### config.mk
export PLATFORM = sky130hd
export DESIGN_NAME = strap_latch_ctrl
export DESIGN_NICKNAME = d
export VERILOG_FILES = /design/src/rtl/strap_pkg.sv /design/src/rtl/strap_sync.sv /design/src/rtl/strap_capture.sv /design/src/rtl/strap_testmode.sv /design/src/rtl/strap_latch_ctrl.sv
export SDC_FILE = /design/constraint.sdc
export NUM_CORES = 1
export LEC_CHECK = 0
export BUFFER_PORTS_ARGS = -buffer_cell sky130_fd_sc_hd__buf_4
export CORE_AREA = 2 2 39 41
export DETAILED_ROUTE_END_ITERATION = 10
export DIE_AREA = 0 0 41 43
export GPL_TIMING_DRIVEN = 0
export SLEW_MARGIN = 30
export SYNTH_ARGS = -nofsm -noshare
export SYNTH_HDL_FRONTEND = slang
export SYNTH_SLANG_ARGS = --single-unit
### constraint.sdc
create_clock -name clk -period 1.92 [get_ports clk]
set_input_delay 0.192 -clock clk [delete_from_list [all_inputs] [get_ports clk]]
set_output_delay 0.192 -clock clk [all_outputs]
set_load 0.02 [all_outputs]
### src/rtl/strap_pkg.sv
package strap_pkg;
    localparam int STRAP_W = 2;
    localparam int SYNC_STAGES = 2;

    typedef logic [STRAP_W-1:0] strap_t;

    typedef enum logic [1:0] {
        MODE_RUN    = 2'd0,
        MODE_HIZ    = 2'd1,
        MODE_REFDIV = 2'd2
    } out_mode_e;

    function automatic logic code_hits(strap_t code, strap_t target);
        return code == target;
    endfunction
endpackage

### src/rtl/strap_sync.sv
module strap_sync #(
    parameter int STAGES = 2,
    parameter logic RST_VAL = 1'b1
) (
    input  logic clk,
    input  logic rst,
    input  logic d,
    output logic q
);
    logic [STAGES-1:0] chain;

    genvar i;
    generate
        for (i = 0; i < STAGES; i++) begin : g_stage
            always_ff @(posedge clk) begin
                if (rst) chain[i] <= RST_VAL;
                else if (i == 0) chain[i] <= d;
                else chain[i] <= chain[(i == 0) ? 0 : i-1];
            end
        end
    endgenerate

    assign q = chain[STAGES-1];
endmodule

### src/rtl/strap_capture.sv
module strap_capture
    import strap_pkg::*;
(
    input  logic   clk,
    input  logic   rst,
    input  logic   strobe_n_sync,
    input  strap_t pins,
    output strap_t code,
    output logic   done
);
    strap_t code_q;
    logic   done_q;

    always_ff @(posedge clk) begin
        if (rst) begin
            code_q <= '0;
            done_q <= 1'b0;
        end else if (!done_q && !strobe_n_sync) begin
            code_q <= pins;
            done_q <= 1'b1;
        end
    end

    assign code = code_q;
    assign done = done_q;

    assert_done_sticky_R4: assert property (@(posedge clk) disable iff (rst)
        done_q |=> done_q);
    assert_code_frozen_R4: assert property (@(posedge clk) disable iff (rst)
        done_q |=> $stable(code_q));
    assert_capture_on_low_R2: assert property (@(posedge clk) disable iff (rst)
        (!done_q && strobe_n_sync) |=> !done_q);
endmodule

### src/rtl/strap_testmode.sv
module strap_testmode
    import strap_pkg::*;
#(
    parameter strap_t TEST_CODE = 2'b11
) (
    input  logic      clk,
    input  logic      rst,
    input  logic      done,
    input  strap_t    code,
    input  logic      req,
    input  logic      sel_a,
    output logic      test_q,
    output out_mode_e mode,
    output strap_t    oe
);
    logic test_r;

    always_ff @(posedge clk) begin
        if (rst) test_r <= 1'b0;
        else if (done && req && code_hits(code, TEST_CODE)) test_r <= 1'b1;
    end

    always_comb begin
        if (!test_r) mode = MODE_RUN;
        else if (sel_a) mode = MODE_REFDIV;
        else mode = MODE_HIZ;
    end

    always_comb begin
        if (!done || mode == MODE_HIZ) oe = '0;
        else oe = '1;
    end

    assign test_q = test_r;

    assert_test_sticky_R10: assert property (@(posedge clk) disable iff (rst)
        test_r |=> test_r);
    assert_test_needs_capture_R6: assert property (@(posedge clk) disable iff (rst)
        test_r |-> done);
    assert_no_oe_before_capture_R1: assert property (@(posedge clk) disable iff (rst)
        !done |-> (oe == '0));
endmodule

### src/rtl/strap_latch_ctrl.sv
module strap_latch_ctrl
    import strap_pkg::*;
#(
    parameter logic [1:0] TEST_CODE = 2'b11
) (
    input  logic       clk,
    input  logic       por,
    input  logic       strap_a,
    input  logic       strap_b,
    input  logic       pgood_n,
    input  logic       test_req,
    output logic [1:0] sel_code,
    output logic       captured,
    output logic [1:0] pin_oe,
    output logic       pin_dir,
    output logic       test_mode,
    output logic [1:0] out_mode
);
    logic      strobe_sync;
    strap_t    code_w;
    logic      done_w;
    out_mode_e mode_w;
    strap_t    oe_w;

    strap_sync #(.STAGES(SYNC_STAGES), .RST_VAL(1'b1)) u_sync (
        .clk(clk), .rst(por), .d(pgood_n), .q(strobe_sync)
    );

    strap_capture u_cap (
        .clk(clk), .rst(por), .strobe_n_sync(strobe_sync),
        .pins({strap_b, strap_a}), .code(code_w), .done(done_w)
    );

    strap_testmode #(.TEST_CODE(TEST_CODE)) u_test (
        .clk(clk), .rst(por), .done(done_w), .code(code_w), .req(test_req),
        .sel_a(strap_a), .test_q(test_mode), .mode(mode_w), .oe(oe_w)
    );

    assign sel_code = code_w;
    assign captured = done_w;
    assign pin_dir  = done_w;
    assign pin_oe   = oe_w;
    assign out_mode = mode_w;
endmodule

# Word level (Yosys, flattened, before mapping)
# Index checks and enable logic that the tools add are counted.
# op_classes
add_sub_neg	0
bitwise	0
multipliers	0
reduce_logical	6
eq_ne	2
n_div	0
muxes	3
order_cmp	0
shifts	0
# ops
cell	n
2-bit two-way mux	3
1-bit logical AND	3
2-bit by 1-bit == test with 1-bit output (second input constant)	1
2-bit == test (second input constant)	1
1-bit zero test	2
1-bit logical OR	1
# word_totals
register_bits	6
mem_bits_ro	0
in_bits	6
mem_bits_rw	0
latch_bits	0
n_memories	0

# Longest topological paths before layout
# depth
ltp_word	5
mapped_depth	3
mapped_depth_nobuf	2

# Cells and area by module
# Synthesis repeated with hierarchy kept, for this count alone.
# hier_totals
cells_unflattened	23
hier_area_um2	235.2
# by_module_without_submodules
module	n_inst	area_each_um2	cells_each	seq_area_each_um2
strap_capture	1	106.4	11	60.1
strap_testmode	1	68.8	7	20.0
strap_sync	1	52.6	4	40.0
strap_latch_ctrl	1	7.5	1	0.0

# Worst setup path after synthesis
# No wires, ideal clock.
# synth_path
path_type	register to output
startpoint	reg u_test.test_r, in the netlist u_test.test_q
endpoint	out pin_oe[1]
setup_slack_ps	459
required_ps	1728
path_buffers	1
arrival_ps	1269
stages_incl_launch_ff	4
path_cell_list	dfxtp_1 -> nor2b_1 -> nor2_1 -> buf_4
# synth_via
elab_chain_len	4
# synth_rtl
item	line_no	text
start: declaration	strap_testmode.sv:16	logic test_r;
start signal: assignment	strap_testmode.sv:19	if (rst) test_r <= 1'b0;
start signal: assignment	strap_testmode.sv:20	else if (done && req && code_hits(code, TEST_CODE)) test_r <= 1'b1;
2-bit two-way mux	strap_testmode.sv:24	if (!test_r) mode = MODE_RUN;
net out_mode[0]	strap_latch_ctrl.sv:17	output logic [1:0] out_mode
2-bit by 1-bit == test with 1-bit output	strap_testmode.sv:30	if (!done || mode == MODE_HIZ) oe = '0;
1-bit logical OR	strap_testmode.sv:30	
2-bit two-way mux	strap_testmode.sv:30	
end: declaration	strap_latch_ctrl.sv:14	output logic [1:0] pin_oe,
# The timed path passes the listed nets, and every way through them passes these cells.

# Final worst setup path
# layout_path
startpoint	reg u_cap.done_q, in the netlist u_cap.done
endpoint	out pin_oe[1]
# layout_via
elab_chain_len	3
# layout_rtl
item	line_no	text
start: declaration	strap_capture.sv:12	logic done_q;
start signal: assignment	strap_capture.sv:17	done_q <= 1'b0;
start signal: assignment	strap_capture.sv:20	done_q <= 1'b1;
1-bit zero test	strap_testmode.sv:30	
1-bit logical OR	strap_testmode.sv:30	
2-bit two-way mux	strap_testmode.sv:30	
# Every way passes these cells.

==> flow_summary.yaml <==
outcome:
  status: "finished clean"
worst_setup_path:
  cp.required_ns: 1.73
  crit_fanout: 8
  path_class: "reg -> out"
  worstPathArrival_ns: 1.15
  cp-start-kind: "flop"
  worstSetupEndpointType: "output port"
clock_tree:
  cts_tree: "built"
  cts_buffers: 3
  cts.sinks: 6
  h-tree-depth: 1
  clock_latency_ns: 0.24
  clk_pin_slew_worst_paths_ns: 0.04
  cts_resized: 0
  cts_setup_buffers: 0
  cts_root_buf: "clkbuf_4"
  holdBufCountCts: 0
  clk_path_buf_depth: 2
synth:
  synth_nets: 29
  synth_seq_area_share: 0.539
  ys_types: 11
  netlist_area_sq_um: 223
  yosys_warnings: 0
  syn_avg_cell_area_sq_um: 9.68
  synthCells: 23
  synth_seq_cells: 6
global_routing:
  grt_max_degree: 9
  grt_pass1_vias: 184
  grt_util_all_layers: 0.0694
  globalRouteOverflowTotal: 0
  grt_pass1_wl_um: 710
  antenna_found_initial: 0
placed_design:
  gp_congestion: 0.643
  portBuffers: 14
  hpwl_um: 365
drt:
  firstDrtPassIters: 2
  drtIter0Drc: 4
  wl_per_cell_um: 8.50
  vias: 211
  routed_wl_um: 476
  via_per_inst: 3.77
  drc: 0
  ant_nets: 0
sta:
  finalClockSkew_ns: 0.00155
  slew_violations: 0
  max_freq_mhz: 743
  rsz0062_at_grt: "false"
  max-slew-margin-rel: 0.844
  setup_tns_ns: 0
  holdWs_ns: 0.135
  fin_crit_sh: 0.701
  tightestPinTransition_ns: 0.234
  setup_viol: 0
  timing.final.crit_period_ns: 1.35
  hold_violations: 0
die:
  io_pins: 15
  die_y_um: 43
  die_area_sq_um: 1760
  core_area_sq_um: 1380
  die_x_um: 41
  start_util: 0.161
  num_rows: 14
pwr:
  power_mw: 0.282
  leakagePower_nw: 0.172
  power_density_nw_per_um2: 762
  ir_drop_mv: 0.378
finish:
  drive_above_1_share: 0.525
  area_growth_pct: 66.3
  antenna_cells: 0
  layout.nets: 48
hold_path:
  hp-class: "in -> reg"
run:
  cap_violations: 0
-- through the flow --
step                instance area, sq um  setup WS [ns]  std cells  utilization
finish                               370          0.573         56        0.268
global route                         370          0.479         56        0.268
CTS                                  370          0.554         56        0.268
detailed placement                   348          0.826         53        0.251
global placement                     348          0.831         53        0.251
floorplan                            223          0.459         23            -
-- sequential cells by signal (all words and copies together), names as in the netlist --
signal         count
u_cap.code         2
u_cap.done         1
u_sync.chain       1
u_sync.q           1
u_test.test_q      1
-- logic make-up after synthesis --
| logic type | after synthesis | synth area share |
|---|---|---|
| buffers and inverters | 3 | 0.0842 |
| AO/OA/AOI/OAI | 6 | 0.152 |
| flip-flops | 6 | 0.539 |
| AND/OR/NAND/NOR | 8 | 0.225 |
-- layer usage --
layer,vias to the layer above,global-route usage,share of wire
li1,111,-,-
met1,86,0.0680,0.43
met2,14,0.0844,0.41
met5,-,0,0
met3,0,0.0628,0.16
met4,0,0.0600,0
-- power by group --
part,total [mW],switching [mW],internal [mW]
logic,0.0342,0.0149,0.0193
registers,0.134,0.00407,0.130
clock network,0.114,0.0437,0.0706
-- final timing paths --
kind | startpoint | to | slack [ns] | cells past startpoint
min reg2reg | u_sync.chain[0]$_SDFF_PP1_ | u_sync.q$_SDFF_PP1_ | 0.40 | 1
max reg2reg | u_cap.done$_SDFFE_PP0P_ | u_cap.code[0]$_SDFFE_PP0P_ | 0.98 | 2
max | u_cap.done$_SDFFE_PP0P_ | pin_oe[1] | 0.57 | 4
min | pgood_n | u_sync.chain[0]$_SDFF_PP1_ | 0.13 | 2
-- cell usage after synthesis (all sizes together) --
cell / n / area [sq um]
nor2: 2 / 7.51
or3b: 2 / 17.5
a21oi: 3 / 15.0
nor2b: 1 / 6.26
dfxtp: 6 / 120
a41oi: 1 / 8.76
and2: 1 / 6.26
buf: 2 / 15.0
o21ai: 2 / 10.0
inv: 1 / 3.75
or2: 2 / 12.5
-- worst max-delay path, cell delays in order, from the launching register on --
cell	delay, ns
dfxtp_1	0.44
inv_1	0.09
nor2_1	0.14
buf_4	0.12
buf_4	0.12
-- cells in the final DEF, fill, tap and decap left out --
cell,n
buf_4,16
dfxtp_1,6
a21oi_1,3
clkbuf_4,3
nor2_1,2
or3b_1,2
o21ai_0,2
or2_2,2
and2_1,1
nor2b_1,1
inv_1,1
a41oi_1,1
-- final cells by class --
type | instances | area (sq um)
Buffer | 2 | 15.0
Clock buffer | 3 | 22.5
Fill cell | 146 | 1010
Inverter | 1 | 3.75
Multi-Input combinational cell | 14 | 83.8
Sequential cell | 6 | 120
Tap cell | 16 | 20.0
Timing Repair Buffer | 14 | 105
No activity file was read; power rests on OpenSTA's default activity.
